File: src/rtl/brk_pkg.sv
package brk_pkg;
  localparam int QUAL_W  = 9;
  localparam int QCFG_W  = 11;
  localparam int BCFG_W  = 16;
  localparam int AFTER_BIT = 9;
  localparam int IE_BIT    = 10;

  localparam logic [3:0] OFF_A_CMP   = 4'd0;
  localparam logic [3:0] OFF_A_MASK  = 4'd1;
  localparam logic [3:0] OFF_A_CTL   = 4'd2;
  localparam logic [3:0] OFF_B_CMP   = 4'd3;
  localparam logic [3:0] OFF_B_MASK  = 4'd4;
  localparam logic [3:0] OFF_B_DATA  = 4'd5;
  localparam logic [3:0] OFF_B_DMASK = 4'd6;
  localparam logic [3:0] OFF_B_CTL   = 4'd7;
  localparam logic [3:0] OFF_MODE    = 4'd8;
  localparam logic [3:0] OFF_COUNT   = 4'd9;
  localparam logic [3:0] OFF_CLR     = 4'd10;

  // control -> datapath strobes
  typedef struct packed {
    logic cntReload;
    logic cntStep;
  } ctrlStrobe_t;

  // datapath -> control summary
  typedef struct packed {
    logic hitA;
    logic hitB;
    logic fetchCyc;
    logic cntLast;
    logic seqMode;
    logic repEn;
    logic afterA;
    logic afterB;
    logic ieA;
    logic ieB;
    logic clrA;
    logic clrB;
  } dpInfo_t;
endpackage

File: src/rtl/brk_qual.sv
module brk_qual
  import brk_pkg::*;
(
  input  logic [QUAL_W-1:0] allow,
  input  logic              busMaster,
  input  logic              busFetch,
  input  logic              busWrite,
  input  logic [1:0]        busSize,
  output logic              qualOk
);
  logic masterOk, cycOk, dirOk, sizeOk;

  always_comb begin
    masterOk = busMaster ? allow[1] : allow[0];
    cycOk    = busFetch  ? allow[2] : allow[3];
    dirOk    = busWrite  ? allow[5] : allow[4];
    case (busSize)
      2'd0:    sizeOk = allow[6];
      2'd1:    sizeOk = allow[7];
      2'd2:    sizeOk = allow[8];
      default: sizeOk = 1'b0;
    endcase
    qualOk = masterOk & cycOk & dirOk & sizeOk;
  end
endmodule

File: src/rtl/brk_match_path.sv
module brk_match_path
  import brk_pkg::*;
#(
  parameter int ADDR_W = 32,
  parameter int DATA_W = 32,
  parameter int CNT_W  = 12,
  parameter int REG_W  = 32
) (
  input  logic              clk,
  input  logic              rstN,
  input  logic              regWrEn,
  input  logic [3:0]        regAddr,
  input  logic [REG_W-1:0]  regWrData,
  input  logic              busValid,
  input  logic [ADDR_W-1:0] busAddrMain,
  input  logic [ADDR_W-1:0] busAddrX,
  input  logic [ADDR_W-1:0] busAddrY,
  input  logic [DATA_W-1:0] busDataMain,
  input  logic [DATA_W-1:0] busDataX,
  input  logic [DATA_W-1:0] busDataY,
  input  logic              busMaster,
  input  logic              busFetch,
  input  logic              busWrite,
  input  logic [1:0]        busSize,
  input  ctrlStrobe_t       strobe,
  output dpInfo_t           info
);
  localparam int NCH = 2;

  logic [ADDR_W-1:0] cmpAddrA, maskAddrA, cmpAddrB, maskAddrB;
  logic [DATA_W-1:0] cmpDataB, maskDataB;
  logic [QCFG_W-1:0] cfgA;
  logic [BCFG_W-1:0] cfgB;
  logic              seqMode, repEn;
  logic [CNT_W-1:0]  cntLoad, cnt;

  logic [QUAL_W-1:0] allowArr [NCH];
  logic [NCH-1:0]    qualOk;

  logic [ADDR_W-1:0] selAddrB;
  logic [DATA_W-1:0] selDataB;
  logic              addrOkA, addrOkB, dataOkB;

  wire wrHit = regWrEn;

  always_ff @(posedge clk) begin
    if (!rstN) begin
      cmpAddrA  <= '0;
      maskAddrA <= '0;
      cmpAddrB  <= '0;
      maskAddrB <= '0;
      cmpDataB  <= '0;
      maskDataB <= '0;
      cfgA      <= '0;
      cfgB      <= '0;
      seqMode   <= 1'b0;
      repEn     <= 1'b0;
      cntLoad   <= '0;
    end else if (wrHit) begin
      case (regAddr)
        OFF_A_CMP:   cmpAddrA  <= regWrData[ADDR_W-1:0];
        OFF_A_MASK:  maskAddrA <= regWrData[ADDR_W-1:0];
        OFF_A_CTL:   cfgA      <= regWrData[QCFG_W-1:0];
        OFF_B_CMP:   cmpAddrB  <= regWrData[ADDR_W-1:0];
        OFF_B_MASK:  maskAddrB <= regWrData[ADDR_W-1:0];
        OFF_B_DATA:  cmpDataB  <= regWrData[DATA_W-1:0];
        OFF_B_DMASK: maskDataB <= regWrData[DATA_W-1:0];
        OFF_B_CTL:   cfgB      <= regWrData[BCFG_W-1:0];
        OFF_MODE: begin
          seqMode <= regWrData[0];
          repEn   <= regWrData[1];
        end
        OFF_COUNT:   cntLoad   <= regWrData[CNT_W-1:0];
        default: ;
      endcase
    end
  end

  // repeat counter: a count write wins over the control strobes
  always_ff @(posedge clk) begin
    if (!rstN)
      cnt <= '0;
    else if (regWrEn && regAddr == OFF_COUNT)
      cnt <= regWrData[CNT_W-1:0];
    else if (strobe.cntReload)
      cnt <= cntLoad;
    else if (strobe.cntStep)
      cnt <= cnt - CNT_W'(1);
  end

  assign allowArr[0] = cfgA[QUAL_W-1:0];
  assign allowArr[1] = cfgB[QUAL_W-1:0];

  for (genvar ch = 0; ch < NCH; ch++) begin : gQual
    brk_qual u_qual (
      .allow     (allowArr[ch]),
      .busMaster (busMaster),
      .busFetch  (busFetch),
      .busWrite  (busWrite),
      .busSize   (busSize),
      .qualOk    (qualOk[ch])
    );
  end

  always_comb begin
    case (cfgB[12:11])
      2'd1:    selAddrB = busAddrX;
      2'd2:    selAddrB = busAddrY;
      default: selAddrB = busAddrMain;
    endcase
    case (cfgB[14:13])
      2'd1:    selDataB = busDataX;
      2'd2:    selDataB = busDataY;
      default: selDataB = busDataMain;
    endcase
    addrOkA = ((busAddrMain ^ cmpAddrA) & ~maskAddrA) == '0;
    addrOkB = ((selAddrB ^ cmpAddrB) & ~maskAddrB) == '0;
    dataOkB = !cfgB[15] || (((selDataB ^ cmpDataB) & ~maskDataB) == '0);
  end

  always_comb begin
    info.hitA     = busValid & addrOkA & qualOk[0];
    info.hitB     = busValid & addrOkB & dataOkB & qualOk[1];
    info.fetchCyc = busFetch;
    info.cntLast  = cnt <= CNT_W'(1);
    info.seqMode  = seqMode;
    info.repEn    = repEn;
    info.afterA   = cfgA[AFTER_BIT];
    info.afterB   = cfgB[AFTER_BIT];
    info.ieA      = cfgA[IE_BIT];
    info.ieB      = cfgB[IE_BIT];
    info.clrA     = regWrEn && regAddr == OFF_CLR && regWrData[0];
    info.clrB     = regWrEn && regAddr == OFF_CLR && regWrData[1];
  end
endmodule

File: src/rtl/brk_sequencer.sv
module brk_sequencer
  import brk_pkg::*;
(
  input  logic        clk,
  input  logic        rstN,
  input  dpInfo_t     info,
  input  logic        retire,
  output ctrlStrobe_t strobe,
  output logic        statusA,
  output logic        statusB,
  output logic        armed,
  output logic        qualB,
  output logic        breakReq
);
  logic pendA, pendB;
  logic deferA, deferB, evtA, evtB, fireB;

  always_comb begin
    deferA = info.hitA & info.afterA & info.fetchCyc;
    deferB = info.hitB & info.afterB & info.fetchCyc;
    evtA   = (info.hitA & ~deferA) | (pendA & retire);
    evtB   = (info.hitB & ~deferB) | (pendB & retire);
    qualB  = evtB & (~info.seqMode | armed);
    fireB  = qualB & (~info.repEn | info.cntLast);
    strobe.cntStep   = qualB & info.repEn & ~info.cntLast;
    strobe.cntReload = qualB & info.repEn & info.cntLast;
  end

  always_ff @(posedge clk) begin
    if (!rstN) begin
      pendA   <= 1'b0;
      pendB   <= 1'b0;
      armed   <= 1'b0;
      statusA <= 1'b0;
      statusB <= 1'b0;
    end else begin
      pendA   <= (pendA & ~retire) | deferA;
      pendB   <= (pendB & ~retire) | deferB;
      armed   <= info.seqMode & (evtA | (armed & ~fireB));
      statusA <= (evtA & ~info.seqMode) | (statusA & ~info.clrA);
      statusB <= fireB | (statusB & ~info.clrB);
    end
  end

  assign breakReq = (statusA & info.ieA) | (statusB & info.ieB);
endmodule

File: src/rtl/bus_break_unit.sv
module bus_break_unit
  import brk_pkg::*;
#(
  parameter int ADDR_W = 32,
  parameter int DATA_W = 32,
  parameter int CNT_W  = 12,
  parameter int REG_W  = 32
) (
  input  logic              clk,
  input  logic              rstN,
  input  logic              regWrEn,
  input  logic [3:0]        regAddr,
  input  logic [REG_W-1:0]  regWrData,
  input  logic              busValid,
  input  logic [ADDR_W-1:0] busAddrMain,
  input  logic [ADDR_W-1:0] busAddrX,
  input  logic [ADDR_W-1:0] busAddrY,
  input  logic [DATA_W-1:0] busDataMain,
  input  logic [DATA_W-1:0] busDataX,
  input  logic [DATA_W-1:0] busDataY,
  input  logic              busMaster,
  input  logic              busFetch,
  input  logic              busWrite,
  input  logic [1:0]        busSize,
  input  logic              retire,
  output logic              statusA,
  output logic              statusB,
  output logic              breakReq
);
  ctrlStrobe_t strobe;
  dpInfo_t     info;
  logic        armed, qualB;
  logic        seqOn, repOn, cntLast;

  assign seqOn   = info.seqMode;
  assign repOn   = info.repEn;
  assign cntLast = info.cntLast;

  brk_match_path #(
    .ADDR_W(ADDR_W), .DATA_W(DATA_W), .CNT_W(CNT_W), .REG_W(REG_W)
  ) u_path (
    .clk, .rstN, .regWrEn, .regAddr, .regWrData, .busValid,
    .busAddrMain, .busAddrX, .busAddrY,
    .busDataMain, .busDataX, .busDataY,
    .busMaster, .busFetch, .busWrite, .busSize,
    .strobe, .info
  );

  brk_sequencer u_seq (
    .clk, .rstN, .info, .retire, .strobe,
    .statusA, .statusB, .armed, .qualB, .breakReq
  );
endmodule

File: config.mk
export PLATFORM = sky130hd
export DESIGN_NAME = bus_break_unit
export DESIGN_NICKNAME = d
export VERILOG_FILES = /design/src/rtl/brk_pkg.sv /design/src/rtl/brk_qual.sv /design/src/rtl/brk_match_path.sv /design/src/rtl/brk_sequencer.sv /design/src/rtl/bus_break_unit.sv
export SDC_FILE = /design/constraint.sdc
export NUM_CORES = 1
export LEC_CHECK = 0
export BUFFER_PORTS_ARGS = -buffer_cell sky130_fd_sc_hd__buf_2
export CAP_MARGIN = 15
export CORE_AREA = 2 2 152 154
export DETAILED_ROUTE_END_ITERATION = 8
export DIE_AREA = 0 0 154 156
export GPL_TIMING_DRIVEN = 0
export PLACE_DENSITY_LB_ADDON = 0.05
export RECOVER_POWER = 25
export SLEW_MARGIN = 5
export SYNTH_ARGS = -nofsm -noshare
export SYNTH_HDL_FRONTEND = slang
export SYNTH_SLANG_ARGS = --single-unit
File: constraint.sdc
create_clock -name clk -period 3.8 [get_ports clk]
set_input_delay 0.38 -clock clk [delete_from_list [all_inputs] [get_ports clk]]
set_output_delay 0.38 -clock clk [all_outputs]
set_load 0.02 [all_outputs]
# == Word level (Yosys, flattened, before mapping) ==
# Index checks and enable logic that the tools add are counted.
# classes
n_addsub,1
order_cmp,1
eq_ne,16
muxes,13
n_bitwise,61
reduce_logical,22
# op_table
operator,n
one-hot mux 32 bit (2 select lines),2
bitwise AND 32 bit,3
zero test 32 bit,3
inverter 32 bit,3
bitwise XOR 32 bit,3
2-to-1 mux 12 bit,3
bitwise AND 1 bit,33
AND reduction 2 bit,10
equality test 4 x 3 -> 1 bit (second input constant),4
equality test 4 bit (second input constant),3
less-or-equal comparator 12 x 1 -> 1 bit (second input constant),1
subtractor 12 x 1 -> 12 bit (second input constant),1
bitwise OR 1 bit,10
inverter 1 bit,9
equality test 4 x 2 -> 1 bit (second input constant),2
equality test 2 x 1 -> 1 bit (second input constant),3
equality test 2 bit (second input constant),3
2-to-1 mux 1 bit,6
one-hot mux 1 bit (3 select lines),2
equality test 4 x 1 -> 1 bit (second input constant),1
logical AND 1 bit,4
zero test 4 bit,1
nonzero test 3 bit,1
zero test 2 bit,1
2 further kinds,2
# word_totals
register_bits,250
inputBits,238
output_inout_bits,3

# == Longest topological paths before layout ==
# Gate-level depths: netlist (run 1).
# logic_depth
word_depth,19
mapped_depth,13
ltp_nobuf,11

# == Hierarchy ==
# From an unflattened synthesis (run 1), not the netlist that was laid out.
# unflattened
cells_unflattened,1614
area_unflattened_um2,12848.6
# by_module_without_submodules
module,n_inst,cells_per_inst,area_per_inst_um2,seq_area_each_um2
brk_match_path,1,1570,12421.9,4904.7
brk_sequencer,1,30,274.0,100.1
brk_qual,2,7,76.3,0.0

# == Worst setup path before layout (run 1) ==
# Ideal clock, no wire load.
# synth_timing
kind,register to register
from,register u_path.cfgB[13]
to,register u_seq.armed
t_arrival_ns,2.849
setup_slack_ns,0.834
path_stages_with_launch,13
synth_period_minus_slack_ns,2.966
path_cell_list,dfxtp_1 inv_1 ha_1 buf_4 a22oi_2 xor2_1 o22ai_1 o41ai_2 o2111ai_1 o41a_1 or3b_1 a22o_1 a41o_1
# synth_between
elab_chain_len,19
# synth_rtl
item,line_no,source
"start, declared",brk_match_path.sv:33,logic [BCFG_W-1:0] cfgB;
"start signal, assigned",brk_match_path.sv:68,OFF_B_CTL: cfgB <= regWrData[BCFG_W-1:0];
equality test 2 bit / equality test 2 x 1 -> 1 bit (equally long branches),brk_match_path.sv:111,case (cfgB[14:13])
one-hot mux 32 bit (2 select lines) *,brk_match_path.sv:111,
bitwise XOR 32 bit *,brk_match_path.sv:118,dataOkB = !cfgB[15] || (((selDataB ^ cmpDataB) & ~maskDataB) == '0);
bitwise AND 32 bit *,brk_match_path.sv:118,
zero test 32 bit *,brk_match_path.sv:118,
logical OR 1 bit *,brk_match_path.sv:118,
bitwise AND 1 bit * (2 in a row),brk_match_path.sv:123,info.hitB = busValid & addrOkB & dataOkB & qualOk[1];
bitwise AND 1 bit (2 in a row),brk_sequencer.sv:20,deferB = info.hitB & info.afterB & info.fetchCyc;
inverter 1 bit,brk_sequencer.sv:22,evtB = (info.hitB & ~deferB) | (pendB & retire);
bitwise AND 1 bit *,brk_sequencer.sv:22,
bitwise OR 1 bit *,brk_sequencer.sv:22,
bitwise AND 1 bit *,brk_sequencer.sv:23,qualB = evtB & (~info.seqMode | armed);
bitwise AND 1 bit *,brk_sequencer.sv:24,fireB = qualB & (~info.repEn | info.cntLast);
inverter 1 bit *,brk_sequencer.sv:39,armed <= info.seqMode & (evtA | (armed & ~fireB));
bitwise AND 1 bit *,brk_sequencer.sv:39,
bitwise OR 1 bit *,brk_sequencer.sv:39,
bitwise AND 1 bit *,brk_sequencer.sv:39,
"end signal, assigned",brk_sequencer.sv:39,
"end, declared",brk_sequencer.sv:11,"output logic armed,"
# Every way passes the cells marked *; elsewhere a longest branch is shown, timed or not.
# A chain may end at the register's enable or synchronous reset.

# == Final worst setup path (run 1) ==
# layout_timing
from,register u_path.cfgB[11]
to,register u_path.cnt[4]
# layout_between
elab_chain_len,18
# layout_rtl
item,line_no,source
equality test 2 bit / equality test 2 x 1 -> 1 bit (equally long branches),brk_match_path.sv:106,case (cfgB[12:11])
one-hot mux 32 bit (2 select lines) *,brk_match_path.sv:106,
bitwise XOR 32 bit *,brk_match_path.sv:117,addrOkB = ((selAddrB ^ cmpAddrB) & ~maskAddrB) == '0;
bitwise AND 32 bit *,brk_match_path.sv:117,
zero test 32 bit *,brk_match_path.sv:117,
bitwise AND 1 bit * (3 in a row),brk_match_path.sv:123,
bitwise AND 1 bit (2 in a row),brk_sequencer.sv:20,
inverter 1 bit,brk_sequencer.sv:22,
bitwise AND 1 bit *,brk_sequencer.sv:22,
bitwise OR 1 bit *,brk_sequencer.sv:22,
bitwise AND 1 bit *,brk_sequencer.sv:23,
bitwise AND 1 bit *,"brk_sequencer.sv:25, brk_sequencer.sv:26",
bitwise AND 1 bit,brk_sequencer.sv:26,strobe.cntReload = qualB & info.repEn & info.cntLast;
2-to-1 mux 12 bit,brk_match_path.sv:85,else if (strobe.cntReload)
2-to-1 mux 12 bit,brk_match_path.sv:83,else if (regWrEn && regAddr == OFF_COUNT)
"end signal, assigned",brk_match_path.sv:84,cnt <= regWrData[CNT_W-1:0];
"end signal, assigned",brk_match_path.sv:86,cnt <= cntLoad;
"end signal, assigned",brk_match_path.sv:88,cnt <= cnt - CNT_W'(1);
"end, declared",brk_match_path.sv:35,"logic [CNT_W-1:0] cntLoad, cnt;"
# Marked as above.

==> results by group, run 1 <==
Status
  • Status: finished, final reports clean

Worst setup path
  • CP cell instances: inv_1, ha_1, clkbuf_1, a22oi_1, mux2i_1, o221ai_1, nor4_1, o22a_1, nand3b_1, o21ai_2, buf_4, mux2i_1, a21oi_1
  • Crit path top cell by count: mux2i_1
  • CP startpoint kind: register
  • Worst Path Required: approximately 4.2 ns
  • Worst Path Arrival: 4.01 ns
  • Top Family by Delay on Critical Path: compound AO/OA/AOI/OAI gates
  • Worst path max stage delay: roughly 0.46 ns
  • Worst Path Buf+Inv: 3
  • CP Class: reg -> reg
  • Worst path slowest cell: clkbuf_1
  • Crit Path Max Fanout: 10
  • CP endpoint kind: register

Final layout
  • Commonest non-fill, non-tap cell in the layout: nand2_1
  • Final Cell Area: between 10,000 and 15,000 sq um
  • Fin util: between 60% and 70%
  • Antenna cells: 0
  • P&R area growth vs syn: 19.56%
  • Share of layout cells above drive strength 1: 15.27%
  • Fillers: 2,036
  • Register area: roughly 5000 sq um
  • Most frequent cells in the layout: nand2_1, dfxtp_1, a21oi_1, buf_2, clkbuf_1
  • Non-Filler Instances: between 2,000 and 2,500
  • Area of the multi-input gates: around 7000 sq um
  • Layout Nets: about 2,100

Clock network
  • Reg clk slew, reported paths: 0.06 ns
  • Total CTS buffers: 27
  • Skew-Pair Late Insertion Delay: between 0.5 and 0.6 ns
  • Clock buffer depth: 3
  • Setup bufs post-CTS: 0
  • Hold_buf cts: 0
  • Max H-tree Level: 1
  • Clock root cell: clkbuf_16
  • CTS tree: done
  • CTS sink count: 250

Global routing
  • Vias in the first global route: roughly 12,000
  • Antenna violations before repair: 0
  • First-pass GRT wire length: ~68 mm
  • Gr usage total: a little under two fifths
  • Total grt overflow: 0
  • Largest net degree at the start of global routing: 14

Synth
  • Register area share after synthesis: 40.79%
  • Seq cells post-synth: 250
  • EDFF count, synth: 0
  • Synthesized netlist cell count: roughly 1,600
  • Syn_nets: roughly 1,900
  • Post-synth top flop: dfxtp_1
  • Post-Syn Area: approximately 12,000 sq um
  • Ys async rst share: 0%
  • Yosys cell types: 59
  • Synth Warn #: 0
  • Avg Inst Size Synth: 7.588 sq um

Routing
  • DRT iter0 DRCs: 1,360
  • DRC Markers: 0
  • Final ANT Viol Nets: 0
  • Routed wl met3: between 4 and 5 mm
  • Drt pass-1 iters: 6
  • Routed wire length: roughly 46 mm
  • Top routing layer used: met4
  • Met1 wire length: 19.01 mm
  • Vias after detailed routing: 12,827
  • DR vias/cell: slightly below 6
  • Met2 Wirelength: 20.80 mm
  • Avg WL per Cell: approximately 21 microns

Die
  • Io pins: about 240
  • Die width: ~150 microns
  • Row count: 55
  • DIE AREA: 24,020 sq um
  • Initial Util: approximately 55%
  • Die height: about 160 microns
  • Core ar.: between 20,000 and 25,000 sq um

STA
  • Worst Clk Skew: between 0.009 and 0.01 ns
  • Setup Viol. Count Final: 0
  • Max Fclk: around 280 MHz
  • Setup TNS: 0 ns
  • Worst slew margin: ~25%
  • Final worst setup slack: around 0.19 ns
  • Max Slew Vio Count: 0
  • Slew of the pin with the lowest slew margin: between 1 and 1.5 ns
  • Period utilisation layout: 94.98%
  • RSZ-0062 raised after global routing: false
  • Final Hold Violating Endpoints: 0
  • Period minus WS final: ~3.6 ns
  • Final hold slack: approximately 0.15 ns

Place
  • Post-place instance area: roughly 14,000 sq um
  • DP HPWL: around 35 mm
  • Setup Slack @ Placement: around 0.19 ns
  • Routability cong.: around 0.95
  • PortBufs: about 230
  • # placed instances: roughly 2,100

Flow run
  • Max Cap Violations: 0

Power
  • Switching portion of total power: about a quarter
  • P_sw: 1.519 mW
  • Combinational Power Share: ~10%
  • PD cells: ~410 nW/um^2
  • Sequential share of power: 44.9%
  • Internal power: approximately 4.5 mW
  • Leakage: 5.286 nW
  • Clock share of power: roughly 45%
  • Peak supply drop: between 300 and 400 uV
  • Total power: 5.981 mW

Min path
  • Hold Crit Class: in -> reg
-- power groups by stage --
stage / clock [mW] / sequential (mW) / combinational [mW]
after floorplan: 0 / 2.73 / 0.289
after global placement: 0 / 2.74 / 0.594
after detailed placement: 0 / 2.74 / 0.598
after CTS: 2.67 / 2.68 / 0.601
after global routing: 2.79 / 2.69 / 0.656
final: 2.68 / 2.68 / 0.618
-- area by class of cell --
type                       instances  area share [%]
multi-input combinational       1248           46.42
sequential                       250           34.12
timing repair buffer             228           7.761
clock buffer                      36           5.382
buffer                           104           2.763
tap                              285           2.431
clock inverter                    11          0.7420
inverter                          15          0.3838
-- worst min-delay path: cells and delay by family --
kind,cells,cell delay [ns]
buffers and inverters,1,0.09
AOI/OAI and AO/OA,1,0.05
and+or+nand+nor,2,0.11
-- path summary, 6_finish.rpt --
| path | slack, ns | startpoint | cells after the start | to |
|---|---|---|---|---|
| min | 0.15 | regWrData[1] | 4 | u_seq.statusB |
| min reg2reg | 0.46 | u_path.maskDataB[3] | 2 | u_path.maskDataB[3] |
| max reg2reg | 0.19 | u_path.cfgB[11] | 13 | u_path.cnt[4] |
| max | 0.19 | u_path.cfgB[11] | 13 | u_path.cnt[4] |
-- registers in the layout, summed over array words and instances (netlist names), 11 cells and up --
name and flops:
u_path.cnt 12, u_path.maskAddrB 32, u_path.maskAddrA 32, u_path.cntLoad 12, u_path.cfgA 11, u_path.maskDataB 32
u_path.cmpAddrA 32, u_path.cmpDataB 32, u_path.cmpAddrB 32, u_path.cfgB 16
-- metal layers --
layer | vias up | track usage, %
li1 | 6035 | -
met1 | 6065 | 50.17
met2 | 619 | 59.62
met3 | 108 | 8.250
met4 | 0 | 14.15
met5 | - | 0
-- cells by family after synthesis --
family | after synthesis | synth area share, %
adders and majority gates | 6 | 0.6118
xor gates and xnor gates | 145 | 10.35
muxes | 29 | 2.376
AOI/OAI and AO/OA | 439 | 21.32
buffers and inverters | 119 | 3.711
and+or+nand+nor | 629 | 20.84
DFF | 250 | 40.79
-- cell usage after synthesis, drive strengths merged, types with 3 or more instances --
master	count	area share (%)
a21o	6	0.37
a21oi	244	10
a22o	5	0.36
a22oi	64	4.1
a31oi	3	0.15
buf	4	0.19
clkbuf	100	3.1
dfxtp	250	41
ha	6	0.61
inv	15	0.46
mux2i	28	2.3
nand2	482	15
nand2b	7	0.36
nand3	18	0.73
nor2	62	1.9
nor2b	10	0.51
nor3	13	0.53
nor3b	5	0.31
nor4	14	0.71
o21ai	30	1.3
o221ai	8	0.57
o22a	3	0.21
o22ai	54	2.8
or2	4	0.20
or3	5	0.25
xnor2	88	6.3
xor2	57	4.1
-- repair_timing --
item	4_1_cts	5_1_grt
setup endpoints to repair	0	7
gates resized for setup	0	10
hold endpoints to repair	0	0
No activity file was read; power rests on OpenSTA's default activity.
==> run 2, diff against run 1 <==
CELL_PAD_IN_SITES_DETAIL_PLACEMENT = 2   (was default)
CELL_PAD_IN_SITES_GLOBAL_PLACEMENT = 2   (was default)
CORE_AREA = 2 2 199 201   (was 2 2 152 154)
DIE_AREA = 0 0 201 203   (was 0 0 154 156)
SLEW_MARGIN = default   (was 5)
==> run 2 against run 1 <==
  * Wire length is 25% higher
  * Global-route usage shrank 9.3 points
  * Largest cell class unchanged
  * First-iteration DRC count is 50% lower
  * Via count shrank 0.23%
==> results by group, run 2 (synthesized netlist as in run 1, its figures left out) <==
Status
  • Status: finished, final reports clean (unchanged)

Power
  • Sequential share of power: 45.0% (was 44.9%)
  • Switching portion of total power: 26.87% (was 25.39%)
  • PD cells: 398.1 nW/um^2 (was 407.7 nW/um^2)
  • Leakage: 5.257 nW (was 5.286 nW)
  • Peak supply drop: 323.9 uV (was 377.8 uV)
  • P_sw: 1.604 mW (was 1.519 mW)
  • Combinational Power Share: 10.7% (was 10.3%)
  • Internal power: 4.365 mW (was 4.462 mW)
  • Clock share of power: 44.3% (was 44.8%)

STA
  • Max Fclk: 276.6 MHz (was 277.1 MHz)
  • Worst Clk Skew: 0.01703 ns (was 0.009780 ns)
  • Final Hold Violating Endpoints: 0 (unchanged)
  • Setup Viol. Count Final: 0 (unchanged)
  • Max Slew Vio Count: 0 (unchanged)
  • Period utilisation layout: 95.13% (was 94.98%)
  • RSZ-0062 raised after global routing: false (unchanged)
  • Slew of the pin with the lowest slew margin: 1.224 ns (was 1.120 ns)
  • Worst slew margin: 18.39% (was 25.33%)
  • Period minus WS final: 3.615 ns (was 3.609 ns)

Routing
  • Routed wire length: 58.10 mm (was 46.44 mm)
  • Drt pass-1 iters: 5 (was 6)
  • DRC Markers: 0 (unchanged)
  • Vias after detailed routing: 12,798 (was 12,827)
  • DRT iter0 DRCs: 678 (was 1,360)
  • DR vias/cell: 5.308 (was 5.892)
  • Final ANT Viol Nets: 0 (unchanged)
  • Avg WL per Cell: 24.10 microns (was 21.33 microns)

Worst setup path
  • Top Family by Delay on Critical Path: compound AO/OA/AOI/OAI gates (unchanged)
  • CP Class: reg -> reg (unchanged)
  • Worst Path Arrival: 4.07 ns (was 4.01 ns)
  • CP startpoint kind: register (unchanged)
  • Worst Path Required: 4.26 ns (was 4.20 ns)
  • Worst path slowest cell: o41a_2 (was clkbuf_1)
  • CP cell instances: inv_1, ha_1, clkbuf_2, a22oi_1, xor2_1, o22ai_1, nor4_4, a31oi_1, o41a_2, or3b_1, a22o_1, a41o_1 (was inv_1, ha_1, clkbuf_1, a22oi_1, mux2i_1, o221ai_1, nor4_1, o22a_1, nand3b_1, o21ai_2, buf_4, mux2i_1, a21oi_1)
  • R2r worst-path depth: 12 (was 13)
  • Worst Path Buf+Inv: 2 (was 3)
  • Worst path max stage delay: 0.52 ns (was 0.46 ns)
  • WP depth: 12 (was 13)
  • Crit Path Max Fanout: 10 (unchanged)
  • CP endpoint kind: register (unchanged)

Min path
  • Hold Crit Class: in -> reg (unchanged)
  • Hold path depth: 4 (unchanged)

Die
  • Row count: 72 (was 55)
  • Initial Util: 31.90% (was 54.86%)
  • Die height: 203 microns (was 156 microns)
  • Io pins: 241 (unchanged)
  • DIE AREA: 40,800 sq um (was 24,020 sq um)
  • Core ar.: 38,470 sq um (was 22,370 sq um)
  • Die width: 201 microns (was 154 microns)

Clock network
  • CTS tree: done (unchanged)
  • CTS sink count: 250 (unchanged)
  • Hold_buf cts: 0 (unchanged)
  • Total CTS buffers: 29 (was 27)
  • Reg clk slew, reported paths: 0.06 ns (about the same)
  • Clock root cell: clkbuf_16 (unchanged)
  • Skew-Pair Late Insertion Delay: 0.56 ns (was 0.54 ns)
  • Max H-tree Level: 1 (unchanged)
  • Clock buffer depth: 3 (unchanged)

Final layout
  • Fin util: 38.98% (was 65.59%)
  • Most frequent cells in the layout: nand2_1, dfxtp_1, a21oi_1, buf_2, clkbuf_1 (unchanged)
  • Layout Nets: 2,120 (was 2,118)
  • Fillers: 4,577 (was 2,036)
  • Antenna cells: 0 (unchanged)
  • Commonest non-fill, non-tap cell in the layout: nand2_1 (unchanged)
  • Final Cell Area: 14,990 sq um (was 14,670 sq um)
  • P&R area growth vs syn: 22.19% (was 19.56%)
  • Share of layout cells above drive strength 1: 15.80% (was 15.27%)

Place
  • DP HPWL: 45.92 mm (was 34.60 mm)
  • Routability cong.: 0.8932 (was 0.9531)
  • PortBufs: 227 (unchanged)
  • Post-place instance area: 14,050 sq um (was 13,770 sq um)

Global routing
  • Vias in the first global route: 13,849 (was 11,691)
  • First-pass GRT wire length: 86.60 mm (was 68.24 mm)
  • Total grt overflow: 0 (unchanged)
  • Antenna violations before repair: 1 (was 0)
  • Gr usage total: 28.22% (was 37.53%)
  • Largest net degree at the start of global routing: 14 (unchanged)

Flow run
  • Max Cap Violations: 0 (unchanged)
[run 2: layout make-up]
cell class	count	area [sq um]	share of cell area (%)
buffer	104	410.4	2.737
clock buffer	42	824.5	5.499
clock inverter	6	30.03	0.2003
inverter	15	56.30	0.3755
multi-input combinational	1248	6880	45.89
sequential	250	5005	33.38
tap	518	648.1	4.323
timing repair buffer	228	1139	7.594
[run 2: worst paths after layout]
check,end,from,slack [ns]
setup / recovery,u_seq.armed,u_path.cfgB[13],0.18
hold / removal,u_seq.statusB,regWrData[1],0.14
setup reg to reg,u_seq.armed,u_path.cfgB[13],0.18
hold reg to reg,u_path.maskAddrA[4],u_path.maskAddrA[4],0.46
[run 2: repair_timing]
item | 4_1_cts | 5_1_grt
pin swaps | 1 | 1
resized for setup | 13 | 16
buffers inserted | 1 | 0
setup endpoints to repair | 14 | 7
[run 2: worst register-to-register path, delay by kind of cell, from the launching register on]
| family | cells | cell delay [ns] |
|---|---|---|
| XOR/XNOR | 1 | 0.18 |
| adder cells (fa/ha/maj) | 1 | 0.25 |
| flip-flops | 1 | 0.39 |
| AND/OR/NAND/NOR | 2 | 0.78 |
| buffers and inverters | 2 | 0.32 |
| AO/OA/AOI/OAI | 6 | 1.60 |
[run 2: power by group through the flow]
stage                     registers (mW)  logic, mW  clock network (mW)
after floorplan                     2.73      0.289                   0
after global placement              2.74      0.620                   0
after detailed placement            2.74      0.633                   0
after CTS                           2.69      0.641                2.68
after global routing                2.69      0.693                2.80
final                               2.69      0.640                2.64
[run 2: through the flow]
stage | setup TNS (ns) | hold slack [ns] | std cells | worst slack [ns] | total power [mW]
finish | 0 | 0.1373 | 2411 | 0.1850 | 5.969
global placement | -2.652 | 0.4417 | 2362 | -0.3447 | 3.363
detailed placement | -3.473 | 0.4538 | 2362 | -0.4214 | 3.378
CTS | 0 | 0.1210 | 2411 | 0.09886 | 6.010
global route | 0 | 0.1568 | 2411 | 0.005252 | 6.185
floorplan | 0 | 0.4312 | 1617 | 0.8345 | 3.021
[run 2: layer usage]
metal	GRT usage (%)	up-vias	share of wire (%)
met2	50.26	318	49
met5	0	-	0.019
met4	8.148	2	2.7
met1	35.60	6377	45
met3	3.660	67	4.2
li1	-	6034	-
